**config.mk**
```make
export PLATFORM = sky130hd
export DESIGN_NAME = dsadc_reader
export DESIGN_NICKNAME = d
export VERILOG_FILES = /design/src/rtl/dsadc_pkg.sv /design/src/rtl/dsadc_phase_timer.sv /design/src/rtl/dsadc_shift_in.sv /design/src/rtl/dsadc_reader.sv
export SDC_FILE = /design/constraint.sdc
export NUM_CORES = 1
export LEC_CHECK = 0
export BUFFER_PORTS_ARGS = -buffer_cell sky130_fd_sc_hd__buf_2
export CORE_MARGIN = 3
export CORE_UTILIZATION = 40
export CTS_CLUSTER_DIAMETER = 60
export DETAILED_ROUTE_END_ITERATION = 10
export PLACE_DENSITY = 0.56
export SYNTH_ARGS = -nofsm -noshare
export SYNTH_HDL_FRONTEND = slang
export SYNTH_SLANG_ARGS = --single-unit
export TNS_END_PERCENT = 10
```
**constraint.sdc**
```tcl
create_clock -name clk -period 7.1 [get_ports clk]
set_input_delay 0.71 -clock clk [delete_from_list [all_inputs] [get_ports clk]]
set_output_delay 0.71 -clock clk [all_outputs]
set_load 0.02 [all_outputs]
```
**src/rtl/dsadc_pkg.sv**
```systemverilog
package dsadc_pkg;

  typedef enum logic [2:0] {
    ST_IDLE,
    ST_SETUP,
    ST_LOW,
    ST_HIGH,
    ST_DONE,
    ST_SLPGO,
    ST_SLEPT,
    ST_WAKE
  } rdr_state_e;

  // Bits needed to hold the value v.
  function automatic int bits_for(input int v);
    return (v < 2) ? 1 : $clog2(v + 1);
  endfunction

  function automatic int max4(input int a, input int b, input int c, input int d);
    int m;
    m = a;
    if (b > m) m = b;
    if (c > m) m = c;
    if (d > m) m = d;
    return m;
  endfunction

  // Cycles chip-select stays low for one burst: setup, two phases per bit, one done cycle.
  function automatic int burst_cycles(input int setup, input int half, input int nbits);
    return setup + 2 * half * nbits + 1;
  endfunction

endpackage

```
**src/rtl/dsadc_phase_timer.sv**
```systemverilog
module dsadc_phase_timer #(
  parameter int CW = 8
) (
  input  logic          clk,
  input  logic          rst_n,
  input  logic          load,
  input  logic [CW-1:0] len_m1,
  output logic          expired
);

  logic [CW-1:0] cnt;

  always_ff @(posedge clk or negedge rst_n) begin
    if (!rst_n)          cnt <= '0;
    else if (load)       cnt <= len_m1;
    else if (cnt != '0)  cnt <= cnt - 1'b1;
  end

  assign expired = (cnt == '0);

endmodule

```
**src/rtl/dsadc_shift_in.sv**
```systemverilog
module dsadc_shift_in #(
  parameter int W = 24
) (
  input  logic         clk,
  input  logic         rst_n,
  input  logic         shift,
  input  logic         din,
  output logic [W-1:0] word
);

  always_ff @(posedge clk or negedge rst_n) begin
    if (!rst_n)     word <= '0;
    else if (shift) word <= {word[W-2:0], din};
  end

endmodule

```
**src/rtl/dsadc_reader.sv**
```systemverilog
module dsadc_reader
  import dsadc_pkg::*;
#(
  parameter int FLAG_W    = 4,
  parameter int DATA_W    = 20,
  parameter int HALF_DIV  = 32,
  parameter int CS_SETUP  = 26,
  parameter int WAKE_CYC  = 1250,
  parameter int SLEEP_CYC = 262500
) (
  input  logic              clk,
  input  logic              rst_n,
  input  logic              rd_req,
  input  logic              slp_req,
  input  logic              sdo,
  output logic              cs_n,
  output logic              sclk,
  output logic [FLAG_W-1:0] flags_q,
  output logic [DATA_W-1:0] data_q,
  output logic              done,
  output logic              asleep
);

  localparam int NBITS = FLAG_W + DATA_W;
  localparam int CW    = bits_for(max4(HALF_DIV, CS_SETUP, WAKE_CYC, SLEEP_CYC));
  localparam int BW    = bits_for(NBITS - 1);
  localparam int CHK_W = CW + 1;
  localparam logic [CW-1:0] LEN_SETUP = CW'(CS_SETUP - 1);
  localparam logic [CW-1:0] LEN_HALF  = CW'(HALF_DIV - 1);
  localparam logic [CW-1:0] LEN_WAKE  = CW'(WAKE_CYC - 1);
  localparam logic [CW-1:0] LEN_SLEEP = CW'(SLEEP_CYC - 1);

  rdr_state_e       state, nxt;
  logic [CW-1:0]    len_m1;
  logic             phase_end, load;
  logic [BW-1:0]    bits_left;
  logic             last_bit, rise_ev, cap_ev;
  logic [NBITS-1:0] shreg;

  assign last_bit = (bits_left == '0);
  assign rise_ev  = (state == ST_LOW) && phase_end;
  assign cap_ev   = (state == ST_HIGH) && phase_end && last_bit;

  always_comb begin
    nxt    = state;
    len_m1 = '0;
    unique case (state)
      ST_IDLE: begin
        if (rd_req)       begin nxt = ST_SETUP; len_m1 = LEN_SETUP; end
        else if (slp_req) begin nxt = ST_SLPGO; len_m1 = LEN_SLEEP; end
      end
      ST_SETUP: if (phase_end) begin nxt = ST_LOW;  len_m1 = LEN_HALF; end
      ST_LOW:   if (phase_end) begin nxt = ST_HIGH; len_m1 = LEN_HALF; end
      ST_HIGH: begin
        if (phase_end) begin
          if (last_bit) nxt = ST_DONE;
          else begin nxt = ST_LOW; len_m1 = LEN_HALF; end
        end
      end
      ST_DONE:  nxt = ST_IDLE;
      ST_SLPGO: if (phase_end) nxt = ST_SLEPT;
      ST_SLEPT: if (rd_req) begin nxt = ST_WAKE; len_m1 = LEN_WAKE; end
      ST_WAKE:  if (phase_end) begin nxt = ST_SETUP; len_m1 = LEN_SETUP; end
      default:  nxt = ST_IDLE;
    endcase
  end

  assign load = (nxt != state);

  always_ff @(posedge clk or negedge rst_n) begin
    if (!rst_n) state <= ST_IDLE;
    else        state <= nxt;
  end

  dsadc_phase_timer #(.CW(CW)) u_timer (
    .clk     (clk),
    .rst_n   (rst_n),
    .load    (load),
    .len_m1  (len_m1),
    .expired (phase_end)
  );

  always_ff @(posedge clk or negedge rst_n) begin
    if (!rst_n)
      bits_left <= '0;
    else if (state == ST_SETUP && phase_end)
      bits_left <= BW'(NBITS - 1);
    else if (state == ST_HIGH && phase_end && !last_bit)
      bits_left <= bits_left - 1'b1;
  end

  dsadc_shift_in #(.W(NBITS)) u_shift (
    .clk   (clk),
    .rst_n (rst_n),
    .shift (rise_ev),
    .din   (sdo),
    .word  (shreg)
  );

  always_ff @(posedge clk or negedge rst_n) begin
    if (!rst_n) begin
      flags_q <= '0;
      data_q  <= '0;
    end else if (cap_ev) begin
      flags_q <= shreg[NBITS-1:DATA_W];
      data_q  <= shreg[DATA_W-1:0];
    end
  end

  assign sclk   = (state == ST_HIGH) || (state == ST_SLPGO) || (state == ST_SLEPT);
  assign cs_n   = !((state == ST_SETUP) || (state == ST_LOW) ||
                    (state == ST_HIGH)  || (state == ST_DONE));
  assign done   = (state == ST_DONE);
  assign asleep = (state == ST_SLEPT);

  // ---------------- assertion support: run-length observers on the pins ----------------
  logic             sclk_q;
  logic [CHK_W-1:0] hi_run, lo_run, cs_low_run, hi_idle_run, lo_idle_run;
  logic [BW:0]      rise_cnt;

  always_ff @(posedge clk or negedge rst_n) begin
    if (!rst_n) begin
      sclk_q      <= 1'b0;
      hi_run      <= '0;
      lo_run      <= '0;
      cs_low_run  <= '0;
      hi_idle_run <= '0;
      lo_idle_run <= '0;
      rise_cnt    <= '0;
    end else begin
      sclk_q      <= sclk;
      hi_run      <= !sclk ? '0 : ((hi_run == '1) ? hi_run : hi_run + 1'b1);
      lo_run      <= sclk ? '0 : ((lo_run == '1) ? lo_run : lo_run + 1'b1);
      cs_low_run  <= cs_n ? '0 : ((cs_low_run == '1) ? cs_low_run : cs_low_run + 1'b1);
      hi_idle_run <= !(sclk && cs_n) ? '0 :
                     ((hi_idle_run == '1) ? hi_idle_run : hi_idle_run + 1'b1);
      lo_idle_run <= !(!sclk && cs_n) ? '0 :
                     ((lo_idle_run == '1) ? lo_idle_run : lo_idle_run + 1'b1);
      rise_cnt    <= cs_n ? '0 : ((sclk && !sclk_q) ? rise_cnt + 1'b1 : rise_cnt);
    end
  end

  AST_FIRST_EDGE_SETUP: assert property (@(posedge clk) disable iff (!rst_n)
    ($rose(sclk) && !cs_n && rise_cnt == '0) |-> cs_low_run == CHK_W'(CS_SETUP + HALF_DIV))
    else $error("first edge setup");
  AST_HIGH_PHASE: assert property (@(posedge clk) disable iff (!rst_n)
    ($fell(sclk) && !cs_n) |-> hi_run == CHK_W'(HALF_DIV))
    else $error("high phase width");
  AST_LOW_PHASE: assert property (@(posedge clk) disable iff (!rst_n)
    ($rose(sclk) && !cs_n && rise_cnt != '0) |-> lo_run == CHK_W'(HALF_DIV))
    else $error("low phase width");
  AST_BIT_COUNT: assert property (@(posedge clk) disable iff (!rst_n)
    done |-> rise_cnt == (BW+1)'(NBITS))
    else $error("bit count");
  AST_DONE_THEN_RELEASE: assert property (@(posedge clk) disable iff (!rst_n)
    done |=> (cs_n && !done))
    else $error("release after done");
  AST_RELEASE_NEEDS_DONE: assert property (@(posedge clk) disable iff (!rst_n)
    $rose(cs_n) |-> $past(done))
    else $error("release without done");
  AST_SLEEP_HOLD: assert property (@(posedge clk) disable iff (!rst_n)
    $rose(asleep) |-> hi_idle_run >= CHK_W'(SLEEP_CYC))
    else $error("sleep hold");
  AST_WAKE_HOLD: assert property (@(posedge clk) disable iff (!rst_n)
    ($fell(cs_n) && $past(state == ST_WAKE)) |-> lo_idle_run >= CHK_W'(WAKE_CYC))
    else $error("wake hold");

endmodule

```
Word-level counts from Yosys, hierarchy flattened
Index checks and enable logic that the tools add are counted.
- logic and storage cells: 57
- flip-flop bits (word level): 75
- input bits: 5
- output and inout bits: 28
- reduce and logical (&&, ||, !) cells: 19
- equal/unequal tests: 8
- add/subtract/negate cells: 2
- muxes and demuxes: 22
- operator list (kind ; number):
    one-hot mux 19 bit (5 select lines) ; 1
    two-way mux 19 bit ; 4
    two-way mux 5 bit ; 6
    two-way mux 3 bit ; 9
    one-hot mux 3 bit (8 select lines) ; 1
    logical NOT 19 bit ; 1
    nonzero test 19 bit ; 1
    subtractor 19 x 1 -> 19 bit, second input constant ; 1
    equality test 3 bit, second input constant ; 4
    two-way mux 11 bit ; 1
    equality test 3 x 2 -> 1 bit, second input constant ; 2
    logical AND 1 bit ; 5
    logical NOT 5 bit ; 1
    logical OR 1 bit ; 5
    subtractor 5 x 1 -> 5 bit, second input constant ; 1
    nonzero test 2 bit ; 2
    equality test 3 x 1 -> 1 bit, second input constant ; 1
    logical NOT 3 bit ; 1
    inequality test 3 bit ; 1
    logical NOT 1 bit ; 2
    OR reduction 2 bit ; 1

Logic depth before layout (Yosys ltp)
Gate-level depths: netlist of the first run.
- word-level depth: 6
- mapped depth: 9
- depth with buffers taken out: 8

By module
From an unflattened synthesis of the first run, not the netlist that was laid out.
- cells, all modules: 321
- area total of the unflattened synthesis: 3861.2 µm²
- by module, submodules not included (module ; area an instance (µm²) ; seq. area each (µm²) ; cells an instance ; instances):
    dsadc_reader ; 1746.7 ; 800.8 ; 143 ; 1
    dsadc_phase_timer ; 1117.3 ; 475.5 ; 127 ; 1
    dsadc_shift_in ; 997.2 ; 600.6 ; 51 ; 1

Worst setup path before layout of the first run
Ideal clock, no wire load.
- kind: flip-flop to flip-flop
- start: register u_timer.cnt[5]
- end: register u_timer.cnt[14]
- cell stages (with the launch flop): 6
- setup slack: 4795 ps
- library setup time: 121 ps
- arrival time: 2184 ps
- period minus slack after synthesis: 2305 ps
- data required time: 6979 ps
- cell sequence: dfrtp_1 > or4_4 > or4_4 > or4_1 > xor2_1 > nor2_1
- longest elaborated chain between the ends: 5
- elaborated cells between the ends (all ways): 13
- classes of those cells: add/sub: 1; eq/ne: 1; mux: 8; reduce/logical: 3
- ends and longest elaborated chain (item ; RTL line ; RTL):
    start, declared ; dsadc_phase_timer.sv:11 ; logic [CW-1:0] cnt;
    start signal, assigned ; dsadc_phase_timer.sv:15 ; else if (load) cnt <= len_m1;
    start signal, assigned ; dsadc_phase_timer.sv:16 ; else if (cnt != '0) cnt <= cnt - 1'b1;
    parallel branches: the longest is 5 deep, another holds subtractor 19 x 1 -> 19 bit ; - ;
Several ways; the timed one is not identified. The select of a mux whose other input is x is not followed.
A chain may end at the register's enable or synchronous reset.

Worst setup path in the final report of the first run
- start: register u_timer.cnt[0]
- end: register u_timer.cnt[7]
The elaborated chain is that of the path after synthesis.

==> flow_metrics.env, run 1 <==
export IMPL_area_delta_synth_final_pct=13.5
export IMPL_synth_top_area_share_pct=53.8
export IMPL_core_um2=8340
export IMPL_io_buffers=32
export IMPL_ant_nets=0
export IMPL_r2r_end="u_timer.cnt[7]"
export IMPL_grt_pass1_wl_mm=11.8
export IMPL_grtUsageMet1_pct=21.4
export IMPL_synth_fp_nets=306
export IMPL_fin_tns_setup_ns=0
export IMPL_startpoint_type="flop"
export IMPL_ff2ff_path_depth=8
export IMPL_synth_common_cells="75 x dfrtp_1, 49 x mux2_2, 28 x nor2_1, 20 x nand2_1, 14 x a21oi_1"
export IMPL_relSlewSlack_pct=23.9
export IMPL_vdd_drop_max_mv=0.150
export IMPL_layout_nets=337
export IMPL_fmax_ghz=0.277
export IMPL_cts_buffers=9
export IMPL_path_class="reg -> reg"
export IMPL_maxCapViolCount=0
export IMPL_cp_startpoint="u_timer.cnt[0]"
export IMPL_avgViaCountPerCell=5.27
export IMPL_worst_pin_slew_ns=1.13
export IMPL_gr_usage_met2_pct=22.7
export IMPL_n_antenna_cell=0
export IMPL_start_util_pct=41.9
export IMPL_wl_per_cell_um=15.4
export IMPL_dp_hpwl_mm=4.49
export IMPL_ys_seq_elements=75
export IMPL_gp_congestion=0.811
export IMPL_die_height_um=99.4
export IMPL_switching_share_pct=21.8
export IMPL_grt_use_total_pct=15.0
export IMPL_crit_end="u_timer.cnt[7]"
export IMPL_drc_errors=0
export IMPL_htreeDepth=3
export IMPL_clkTransAtPathRegs_ns=0.08
export IMPL_antenna_found_initial=0
export IMPL_ctsRootBufferMaster="clkbuf_8"
export IMPL_utilization_pct=47.5
export IMPL_min_path_type="in -> async"
export IMPL_synth_edff_count=0
export IMPL_p_comb_share_pct=1.3
export IMPL_io_pins=33
export IMPL_layout_min_cycle_time_ns=3.61
export IMPL_synth_area_leaders="dfrtp_1 54%, mux2_2 16%, nor2_1 3.0%, xor2_1 2.5%, xnor2_1 2.3%"
export IMPL_leakagePower_nw=1.92
export IMPL_seqPwrFrac_pct=52.2
export IMPL_reg2reg_from="u_timer.cnt[0]"
export IMPL_cts_tree="done"
export IMPL_grt_max_degree=76
export IMPL_cts_sinks=75
export IMPL_ys_warn_count=0
export IMPL_r2r_setup_slack_ns=3.49
export IMPL_dieArea_um2=9880
export IMPL_busiest_layer="met2"
export IMPL_setup_violations=0
export IMPL_cts_hold_buf=0
export IMPL_initialDrtViolationCount=138
export IMPL_drt_pass1_iterations=4
export IMPL_synthesis_instances=298
export IMPL_first_global_vias=2330
export IMPL_yosysSeqAreaShare_pct=53.8
export IMPL_die_w_um=99.4
export IMPL_p_int_uw=640
export IMPL_end_kind="flop"
export IMPL_syn_cell_area_um2=3490
export IMPL_status="completed"
export IMPL_powerDensity_nw_per_um2=206
export IMPL_required_ns=7.31
export IMPL_use_met3_pct=2.52
export IMPL_insertion_delay_ns=0.34
export IMPL_yosys_area_top_type="dfrtp_1"
export IMPL_async_flop_share_pct=100
export IMPL_synth_most_common_cell="dfrtp_1"
export IMPL_synth_area_per_cell_um2=11.7
export IMPL_p_switching_uw=178
export IMPL_synthFlopType="dfrtp_1"
export IMPL_wl_mm=6.76
export IMPL_post_cts_buffers=0
export IMPL_fin_worst_skew_ns=0.0164
export IMPL_clk_path_buf_depth=2
export IMPL_crit_path_max_fanout=27
export IMPL_num_rows=33
export IMPL_vias=2315
export IMPL_overflow=0
export IMPL_grt_setup_unrepaired="no"
export IMPL_slew_viol_final=0
export IMPL_power_frac_clock_pct=46.5
export IMPL_synth_cell_types=48
export IMPL_post_route_period_util_pct=50.9
export IMPL_layout_drive_gt1_share_pct=33.5
export IMPL_hold_violations=0
export IMPL_cp_arrival_ns=3.82
export IMPL_cts_repair_resized=0
worst min path at each step:
stage,start,end,slack (ns),cells after the start
floorplan,rst_n,bits_left[0],0.41,0
global placement,flags_q[2],flags_q[2],0.49,1
detailed placement,data_q[6],data_q[6],0.49,1
CTS,data_q[6],data_q[6],0.51,1
global route,flags_q[3],flags_q[3],0.52,1
finish,rst_n,u_timer.cnt[10],0.49,1
flip-flops by register name (all words and copies together), names as in the netlist:
register,count
bits_left,5
data_q,20
flags_q,4
state,3
u_shift.word,24
u_timer.cnt,19
worst max-delay path: stages, from the launching register on:
cell	delay, ns
dfrtp_1	0.40
inv_1	0.09
ha_1	0.23
or2b_2	0.35
nor4_2	0.93
nand3_4	0.62
a31o_2	0.55
nor2_2	0.24
a21oi_1	0.07
logic make-up after synthesis:
| group | synth area share (%) |
|---|---|
| adder cells (fa/ha/maj) | 1.36 |
| multiplexers | 15.8 |
| XOR/XNOR | 4.77 |
| flip-flops | 53.8 |
| buffers and inverters | 2.40 |
| AO/OA/AOI/OAI | 6.56 |
| AND/OR/NAND/NOR | 15.3 |
cells in the final DEF (no fill, tap or decap), types with 5 or more instances in the layout:
| cell type | count |
|---|---|
| dfrtp_1 | 75 |
| mux2_2 | 49 |
| buf_2 | 31 |
| nor2_1 | 28 |
| nand2_1 | 20 |
| a21oi_1 | 14 |
| xor2_1 | 10 |
| clkbuf_8 | 10 |
| nor3_1 | 9 |
| xnor2_1 | 9 |
| inv_1 | 8 |
| o21ai_0 | 8 |
| nand3_1 | 5 |
| or4_1 | 5 |
stage by stage:
step	std cells	setup WS, ns	hold WS, ns	power (mW)	cell area [um2]
final	439	3.49	0.487	0.818	3960
after global routing	439	3.07	0.524	0.849	3960
after CTS	439	3.44	0.509	0.828	3960
after detailed placement	423	3.45	0.489	0.447	3730
after global placement	423	3.54	0.485	0.447	3730
after floorplan	298	4.79	0.414	0.437	3490
layout make-up:
type | count | area (um2)
well taps | 105 | 131
flip-flops and latches | 75 | 1880
inverters | 8 | 30.0
repair buffers | 32 | 163
fillers | 808 | 4380
clock inverters | 6 | 93.8
multi-input cells | 203 | 1530
clock buffers | 10 | 138
power by group through the flow:
stage	logic, mW	clock network [mW]	registers (mW)
after CTS	0.0112	0.390	0.427
after global routing	0.0124	0.410	0.427
final	0.0103	0.380	0.427
after floorplan	0.000818	0	0.436
after global placement	0.0111	0	0.436
after detailed placement	0.0112	0	0.436
layer usage:
layer / share of wire (%) / wire length [um] / vias to the layer above
met5: 0 / 0 / -
met4: 1.1 / 76 / 0
met3: 2.7 / 181 / 5
met2: 48 / 3220 / 35
met1: 48 / 3280 / 1159
li1: - / - / 1116
Power figures use the tool's default switching activity.
==> run 2, diff against run 1 <==
PLACE_DENSITY = 0.58   (was 0.56)
clock period = 3.2 ns   (was 7.1 ns; I/O delays follow)
==> flow_metrics.env, run 2 (synthesized netlist as in run 1, its figures left out) <==
export IMPL_status="completed"
export IMPL_gp_congestion=0.868
export IMPL_dpl_cell_area_um2=3760
export IMPL_preCtsSetupSlack_ns=0.644
export IMPL_n_antenna_cell=0
export IMPL_vdd_drop_max_mv=0.296
export IMPL_avgViaCountPerCell=5.28
export IMPL_fin_tns_setup_ns=0
export IMPL_post_cts_buffers=0
export IMPL_drt_pass1_iterations=4
export IMPL_die_w_um=99.4
export IMPL_regArea_um2=1880
export IMPL_hold_violations=0
export IMPL_grt_pass1_wl_mm=11.3
export IMPL_reg_top3="u_shift.word (24), data_q (20), u_timer.cnt (19)"
export IMPL_relSlewSlack_pct=36.5
export IMPL_start_util_pct=41.9
export IMPL_fill_cells=773
export IMPL_final_cell_mix="75 x dfrtp_1, 49 x mux2_2, 31 x buf_2"
export IMPL_dieArea_um2=9880
export IMPL_layout_min_cycle_time_ns=2.58
export IMPL_cts_sinks=75
export IMPL_vias=2338
export IMPL_fin_worst_skew_ns=0.0142
export IMPL_fmax_ghz=0.388
export IMPL_cpPeakStageDelay_ns=0.68
export IMPL_path_buf_inv=0
export IMPL_regMostFlops="u_shift.word"
export IMPL_overflow=0
export IMPL_grt_max_degree=76
export IMPL_slew_viol_final=0
export IMPL_dp_cells=427
export IMPL_wl_mm=6.74
export IMPL_layout_nets=341
export IMPL_insertion_delay_ns=0.35
export IMPL_cts_hold_buf=0
export IMPL_grt_setup_unrepaired="no"
export IMPL_stdcell_count=443
export IMPL_drc_errors=0
export IMPL_fin_ws_ns=0.623
export IMPL_first_global_vias=2328
export IMPL_clk_path_buf_depth=2
export IMPL_utilization_pct=48.3
export IMPL_clkTransAtPathRegs_ns=0.09
export IMPL_path_cells="or4_1 -> nor3_1 -> a32o_1 -> a31o_2 -> nor2_2 -> a21oi_1"
export IMPL_end_kind="flop"
export IMPL_crit_path_max_fanout=12
export IMPL_io_buffers=32
export IMPL_htreeDepth=3
export IMPL_ctsRootBufferMaster="clkbuf_8"
export IMPL_largest_reg_flops=24
export IMPL_io_pins=33
export IMPL_multi_input_area_um2=1530
export IMPL_final_area_um2=4030
export IMPL_required_ns=3.48
export IMPL_layout_drive_gt1_share_pct=34.3
export IMPL_ant_nets=0
export IMPL_slowest_stage="or4_1"
export IMPL_core_um2=8340
export IMPL_cts_tree="done"
export IMPL_grt_use_total_pct=14.6
export IMPL_cts_repair_resized=0
export IMPL_cp_arrival_ns=2.86
export IMPL_area_delta_synth_final_pct=15.5
export IMPL_maxCapViolCount=0
export IMPL_initialDrtViolationCount=167
export IMPL_path_class="reg -> reg"
export IMPL_cts_buffers=9
export IMPL_post_route_period_util_pct=80.5
export IMPL_timing_hold_ws_ns=0.0794
export IMPL_final_common_cell="dfrtp_1"
export IMPL_leakagePower_nw=1.95
export IMPL_antenna_found_initial=0
export IMPL_num_rows=33
export IMPL_powerDensity_nw_per_um2=484
export IMPL_min_path_type="in -> async"
export IMPL_die_height_um=99.4
export IMPL_dp_hpwl_mm=4.48
export IMPL_startpoint_type="flop"
export IMPL_total_power_mw=1.95
export IMPL_setup_violations=0
export IMPL_wl_per_cell_um=15.2
export IMPL_worst_pin_slew_ns=0.953
export IMPL_cp_top_family="simple AND/OR/NAND/NOR gates"
==> run 2: worst paths after layout <==
kind / startpoint / endpoint / slack [ns] / cells past startpoint
setup / recovery: u_timer.cnt[13] / u_timer.cnt[7] / 0.62 / 6
hold / removal: rst_n / state[2] / 0.08 / 1
setup reg to reg: u_timer.cnt[13] / u_timer.cnt[7] / 0.62 / 6
hold reg to reg: data_q[6] / data_q[6] / 0.50 / 1
max in group asynchronous: rst_n / data_q[2] / 2.46 / 1
min in group clk: sdo / u_shift.word[0] / 0.21 / 2
==> run 2: where the power goes <==
group | switching [mW] | internal [mW] | leakage [nW]
Clock | 0.373 | 0.605 | 0.135
Combinational | 0.0200 | 0.00314 | 0.856
Sequential | 0.000490 | 0.947 | 0.964
==> run 2: layout make-up <==
type                    instances  share of cell area [%]
multi-input cells             203                    38.0
clock buffers                   9                    3.07
flip-flops and latches         75                    46.6
inverters                       8                   0.745
repair buffers                 36                    4.78
well taps                     105                    3.26
clock inverters                 7                    3.63
==> run 2: worst register-to-register path, cell delays in order, from the launching register on <==
cell	delay [ns]
dfrtp_1	0.42
or4_1	0.68
nor3_1	0.46
a32o_1	0.37
a31o_2	0.33
nor2_2	0.13
a21oi_1	0.13
==> run 2: layer usage <==
metal / vias up / track usage [%] / wire length (um)
met5: - / 0 / 0
met4: 0 / 7.88 / 183
met3: 17 / 3.58 / 282
met2: 45 / 21.8 / 3150
met1: 1158 / 19.4 / 3130
li1: 1118 / - / -
